`config.mk`:
```
export PLATFORM = sky130hd
export DESIGN_NAME = sfc_spi_xfer
export DESIGN_NICKNAME = d
export VERILOG_FILES = /design/src/rtl/sfc_spi_xfer.sv
export SDC_FILE = /design/constraint.sdc
export NUM_CORES = 1
export LEC_CHECK = 0
export CAP_MARGIN = 40
export CORE_AREA = 2 2 42 73
export CTS_BUF_LIST = sky130_fd_sc_hd__clkbuf_8
export CTS_CLUSTER_DIAMETER = 40
export DETAILED_ROUTE_END_ITERATION = 12
export DIE_AREA = 0 0 44 75
export GPL_TIMING_DRIVEN = 0
export PLACE_DENSITY = 0.67
export SLEW_MARGIN = 30
export SYNTH_ARGS = -nofsm -noshare
export SYNTH_HDL_FRONTEND = slang
export SYNTH_SLANG_ARGS = --single-unit
```
`constraint.sdc`:
```
create_clock -name clk -period 4.63 [get_ports clk]
set_input_delay 0.926 -clock clk [delete_from_list [all_inputs] [get_ports clk]]
set_output_delay 0.926 -clock clk [all_outputs]
set_load 0.01 [all_outputs]
```
`src/rtl/sfc_spi_xfer.sv`:
```
module sfc_spi_xfer #(
    parameter int WORD_W   = 8,
    parameter int SCLK_DIV = 4
) (
    input  logic              clk,
    input  logic              rst_n,
    input  logic              go,
    input  logic [WORD_W-1:0] tx,
    input  logic              miso,
    output logic [WORD_W-1:0] rx,
    output logic              done,
    output logic              cs_n,
    output logic              sclk,
    output logic              mosi
);
    localparam int DIV_W = (SCLK_DIV > 1) ? $clog2(SCLK_DIV) : 1;
    localparam int BIT_W = (WORD_W > 1) ? $clog2(WORD_W) : 1;

    logic              active;
    logic [DIV_W-1:0]  div_cnt;
    logic [BIT_W-1:0]  bit_cnt;
    logic [WORD_W-1:0] tx_sr;

    assign mosi = tx_sr[WORD_W-1];

    always_ff @(posedge clk or negedge rst_n) begin
        if (!rst_n) begin
            active  <= 1'b0;
            div_cnt <= '0;
            bit_cnt <= '0;
            tx_sr   <= '0;
            rx      <= '0;
            done    <= 1'b0;
            cs_n    <= 1'b1;
            sclk    <= 1'b0;
        end else begin
            done <= 1'b0;
            if (!active) begin
                if (go) begin
                    active  <= 1'b1;
                    cs_n    <= 1'b0;
                    sclk    <= 1'b0;
                    tx_sr   <= tx;
                    div_cnt <= '0;
                    bit_cnt <= '0;
                end
            end else if (div_cnt == DIV_W'(SCLK_DIV - 1)) begin
                div_cnt <= '0;
                if (!sclk) begin
                    sclk <= 1'b1;
                    rx   <= {rx[WORD_W-2:0], miso};
                end else begin
                    sclk <= 1'b0;
                    if (bit_cnt == BIT_W'(WORD_W - 1)) begin
                        active <= 1'b0;
                        cs_n   <= 1'b1;
                        done   <= 1'b1;
                    end else begin
                        bit_cnt <= bit_cnt + 1'b1;
                        tx_sr   <= {tx_sr[WORD_W-2:0], 1'b0};
                    end
                end
            end else begin
                div_cnt <= div_cnt + 1'b1;
            end
        end
    end
endmodule

```
Word level (Yosys, flattened, before mapping)
Index checks and enable logic that the tools add are counted.
{"block": "totals", "register_bits": 25, "latch_bits": 0, "mem_bits_rw": 0, "mem_bits_ro": 0, "inputBits": 12, "word_cells": 52, "n_memories": 0}
{"block": "op_classes", "add_sub_neg": 2, "mul": 0, "div_mod_pow": 0, "order_cmp": 0, "n_eq_ne": 6, "n_shift": 0, "muxes": 30, "n_bitwise": 1, "n_reduce_logical": 5}
{"op": "2-to-1 mux 8 bit", "count": 5}
{"op": "2-to-1 mux 1 bit", "count": 17}
{"op": "2-to-1 mux 3 bit", "count": 5}
{"op": "AND reduction 4 bit", "count": 2}
{"op": "2-to-1 mux 2 bit", "count": 3}
{"op": "!= test 2 x 1 -> 1 bit, second input constant", "count": 2}
{"op": "!= test 2 bit, second input constant", "count": 2}
{"op": "adder 3 x 1 -> 3 bit, second input constant", "count": 1}
{"op": "equality test 3 bit, second input constant", "count": 1}
{"op": "AND reduction 3 bit", "count": 1}
{"op": "adder 2 x 1 -> 2 bit, second input constant", "count": 1}
{"op": "equality test 2 bit, second input constant", "count": 1}
{"op": "AND reduction 2 bit", "count": 1}
{"op": "nonzero test 2 bit", "count": 1}
{"op": "inverter 1 bit", "count": 1}

Depth between registers and ports, before layout
{"block": "logic_depth", "depth_word": 5, "depth_mapped": 6, "ltp_nobuf": 5}

Least setup slack after synthesis
Ideal clock, no wire load.
{"block": "synth_path", "path_type": "input port to flip-flop", "from": "input go", "to": "register tx_sr[1]", "setup_ns": 0.125, "t_arrival_ns": 1.546, "required_time_ns": 4.505, "path_slack_ns": 2.959, "stages": 3, "path_buffers": 1, "cell_sequence": "a21oi_2 > buf_6 > mux2_4"}
{"block": "synth_between", "elab_chain_cells": 2}
{"element": "start: declaration", "line": "7", "text": "input logic go,"}
{"element": "nonzero test 2 bit (no source line)"}
{"element": "AND reduction 4 bit (no source line)"}
{"element": "end signal: assignment", "line": "43", "text": "tx_sr <= tx;"}
{"element": "end signal: assignment", "line": "60", "text": "tx_sr <= {tx_sr[WORD_W-2:0], 1'b0};"}
{"element": "end: declaration", "line": "22", "text": "logic [WORD_W-1:0] tx_sr;"}
Every way passes these cells.
A chain may end at the register's enable or synchronous reset.

Final worst setup path
{"block": "layout_path", "from": "register cs_n", "to": "output cs_n"}
{"element": "start: declaration", "line": "12", "text": "output logic cs_n,"}
{"element": "start signal: assignment", "line": "34", "text": "cs_n <= 1'b1;"}
{"element": "start signal: assignment", "line": "41", "text": "cs_n <= 1'b0;"}
{"element": "start signal: assignment", "line": "56", "text": "cs_n <= 1'b1;"}
No word-level cell between the ends.

==> impl_summary.md <==
Logic synthesis
The cell type with the largest total area after synthesis is sky130_fd_sc_hd__dfrtp_1. Among all flip-flop cells after synthesis, the most frequent one is sky130_fd_sc_hd__dfrtp_1. The cell count after synthesis came out at 81.

The number of enable flip-flop cells after synthesis is 0. The share of async-settable or async-resettable flops after synthesis is 100%. By count the netlist is led by sky130_fd_sc_hd__dfrtp_1, sky130_fd_sc_hd__mux2_2, sky130_fd_sc_hd__mux2_4. In the post-synthesis netlist, the biggest area contributors are sky130_fd_sc_hd__dfrtp_1, sky130_fd_sc_hd__mux2_2, sky130_fd_sc_hd__mux2_4, sky130_fd_sc_hd__ha_1, sky130_fd_sc_hd__dfstp_2. The share of the synthesized area in the top cell type is 52.5%. When the netlist entered floorplanning its net count stood at 96.

The count of distinct cell types in the synthesized netlist is 21. The area of the mapped netlist is 1140 sq um. The average size of a mapped cell is 14.1 sq um. The number of synthesized register bits is 25.

The most common cell in the synthesized netlist is sky130_fd_sc_hd__dfrtp_1. Yosys printed 0 warnings. The sequential element share of the synthesized area is 54.8%.

Worst setup path
The largest individual stage delay along the critical path comes from the cell sky130_fd_sc_hd__dfstp_2. The worst path arrival time is 1.34 ns. The data required time of the critical path is 3.70 ns. In this run the worst path has a maximum fanout of 3. In this design, the stage delay of the slowest critical-path cell is 0.54 ns. The worst register-to-register path ends at tx_sr[5].

The number of buffers and inverters on the critical path is 1. Walking the worst path, the cells encountered are clkdlybuf4s50_1. STA classifies the critical path endpoint as a primary output.

The worst setup path is of the flip-flop to primary output kind. Among cell families on the critical path, the largest total delay comes from flip-flops. STA classifies the critical path startpoint as a flip-flop. In this run the critical register-to-register path is launched from bit_cnt[0]. The worst-case register-to-register setup slack is 2.94 ns. The number of cells traversed by the worst register-to-register path is 6.

Clock network
The clock slew seen by the registers of the worst setup and hold paths is 0.08 ns. The total of cells resized after clock tree synthesis is 0. The post-CTS repair timing setup buffer count is 0.

TritonCTS built the clock tree. Clock latency on the worst-skew pair, taken at its later pin, is 0.26 ns. The number of clock buffers added by TritonCTS is 3. CTS built an H-tree with a depth of 1. The root buffer cell chosen for the clock tree is sky130_fd_sc_hd__clkbuf_8.

Buffers inserted to repair hold after CTS numbered 0. The maximum number of buffers from clock root to sink is 2. CTS saw 25 sinks.

Worst hold path
The path type of the worst min-delay path is flip-flop to flip-flop. The cell count of the worst hold path is 2. The sink of the worst hold path is cs_n.

The worst hold path begins at cs_n.

STA
The shortest clock period the worst path allows after layout is 2.27 ns. The peak clock frequency supported by timing is 441 MHz. In the post-route analysis, the smallest setup slack over all paths is 2.36 ns. The final setup TNS is 0 ns. The number of hold violations in the final report came to 0.

The portion of the clock cycle consumed by the worst path in the final layout is 49.0%. In this run the tightest slew margin relative to its limit is 64.8%. The pin slew with the least headroom to its limit is 0.528 ns. For the final database, setup skew stands at 0.00127 ns.

Setup repair after global routing left no endpoint under its margin. The number of pins exceeding their max-slew limit in the final report is 0. Setup violations remaining at the end of the flow were counted as 0.

Floorplan
The initial utilization of the core area, before any placement, comes to 42.5%. The core region is 2690 sq um. The die covers 3300 sq um. During I/O placement, the number of pins put on the boundary was 24.

Measured along the x axis, the die boundary spans 44 um. The floorplan has 25 rows. The die is 75 um tall.

Final layout
The repair_antennas step left the layout with diodes totalling 0. Of the cells placed in the final design, the portion with a size suffix greater than 1 is 32.4%. Relative to the synthesized area, the layout overhead comes to 26.7%. The final layout contains 124 nets.

Routing
The final layout contains routed wiring with a total length of 1880 um. The detailed router's first-iteration violation count is 5. The first TritonRoute pass finished after 4 iterations. The number of DRC violations after detailed routing is 0. Summing over every cut layer, the via total after detailed routing is 717.

After detailed routing, the average wire length per cell comes to 13.9 um. The number of vias per cell after detailed routing is 5.31. The count of nets left with antenna violations after detail routing is 0.

Power
The power per cell area is 649 nW/um^2. The analysis attributes to cell leakage a power of 0.722 nW. IR analysis of the VDD net gives a maximum drop of 0.370 mV.

Place
Timing analysis after detailed placement gives a worst setup slack of 2.37 ns. During placement, the flow inserted port buffers numbering 23. The HPWL reported at the end of detailed placement is 1460 um. Routability-driven placement finished with a final weighted congestion of 0.697.

Outcome
The flow ran to the end, and the final reports show no timing, DRC or antenna violations.

Global route
The via count of the first global-routing pass is 785. Global routing used 13.7% of the available tracks. The initial antenna violation count is 0. The first global-routing pass estimated 3360 um of wire. The total global routing overflow is 0. The pin count of the biggest net entering global routing is 26.

Job
The tool flagged a number of max-cap violations equal to 0.
==> layout make-up <==
cell class | count | area, sq um
fill | 234 | 1240
sequential | 25 | 627
multi-input combinational | 48 | 462
timing repair buffer | 23 | 225
clock buffer | 3 | 41.3
buffer | 3 | 36.3
tap | 27 | 33.8
inverter | 5 | 18.8
clock inverter | 1 | 5.00
==> report_power, final <==
group | leakage (nW) | internal (W) | total [W] | switching [W]
clock | 0.0255 | 0.0000601 | 0.000126 | 0.0000660
sequential | 0.309 | 0.000318 | 0.000377 | 0.0000597
combinational | 0.387 | 0.000275 | 0.000437 | 0.000162
==> logic make-up after synthesis <==
kind of cell	after synthesis	share of synthesized area (%)
AO/OA/AOI/OAI	8	4.49
XOR/XNOR	1	0.766
adder cells (fa/ha/maj)	3	3.28
buffers and inverters	8	4.81
flip-flops	25	54.8
multiplexers	25	26.7
AND/OR/NAND/NOR	11	5.14
==> worst max-delay path by stage <==
stage / cells after the start / end / slack (ns) / startpoint
after global placement: 1 / tx_sr[5] / 2.36 / rst_n
after detailed placement: 4 / tx_sr[5] / 2.37 / go
after floorplan: 3 / tx_sr[1] / 2.96 / go
after global routing: 1 / cs_n / 2.33 / cs_n
after CTS: 1 / cs_n / 2.36 / cs_n
final: 1 / cs_n / 2.36 / cs_n
==> flip-flops by register name, indices dropped and copies added, names as in the netlist <==
name and flops:
bit_cnt 3, done 1, rx 8, active 1, div_cnt 2, sclk 1
cs_n 1, tx_sr 8
==> cell usage in the layout, fill, tap and decap left out <==
cell type / Yosys / layout
sky130_fd_sc_hd__dfrtp_1: 24 / 24
sky130_fd_sc_hd__clkdlybuf4s50_1: 0 / 22
sky130_fd_sc_hd__mux2_2: 16 / 16
sky130_fd_sc_hd__mux2_4: 7 / 7
sky130_fd_sc_hd__inv_1: 5 / 5
sky130_fd_sc_hd__nor2_1: 4 / 4
sky130_fd_sc_hd__clkbuf_8: 1 / 4
sky130_fd_sc_hd__a21oi_1: 4 / 4
sky130_fd_sc_hd__nand2_1: 3 / 3
sky130_fd_sc_hd__ha_1: 3 / 3
sky130_fd_sc_hd__buf_6: 2 / 2
sky130_fd_sc_hd__mux2i_1: 2 / 2
sky130_fd_sc_hd__nand3_1: 1 / 1
sky130_fd_sc_hd__nand3b_2: 1 / 1
sky130_fd_sc_hd__xnor2_1: 1 / 1
sky130_fd_sc_hd__a22o_1: 1 / 1
sky130_fd_sc_hd__and4b_1: 1 / 1
sky130_fd_sc_hd__a21oi_2: 1 / 1
sky130_fd_sc_hd__and3_1: 1 / 1
sky130_fd_sc_hd__a21o_2: 1 / 1
sky130_fd_sc_hd__o21ai_0: 1 / 1
sky130_fd_sc_hd__clkinv_2: 0 / 1
sky130_fd_sc_hd__dfstp_2: 1 / 1
sky130_fd_sc_hd__buf_2: 0 / 1
==> per-stage QoR <==
step                utilization [%]  area, sq um  std cells  total power, W  hold WS [ns]
floorplan                         -         1140         81        0.000665         0.451
finish                         53.9         1450        135        0.000941         0.472
global placement               52.3         1410        131        0.000807         0.457
detailed placement             52.1         1400        131        0.000827         0.465
CTS                            53.9         1450        135        0.000957         0.477
global route                   53.9         1450        135         0.00101         0.503
==> routing by layer <==
metal	track usage (%)	up-vias	part of all wire [%]
met5	0	-	0
met4	6.06	0	2.0
met3	2.40	4	4.0
met2	25.8	22	58
met1	14.2	358	36
li1	-	333	-
(Power assumes the default switching activity.)
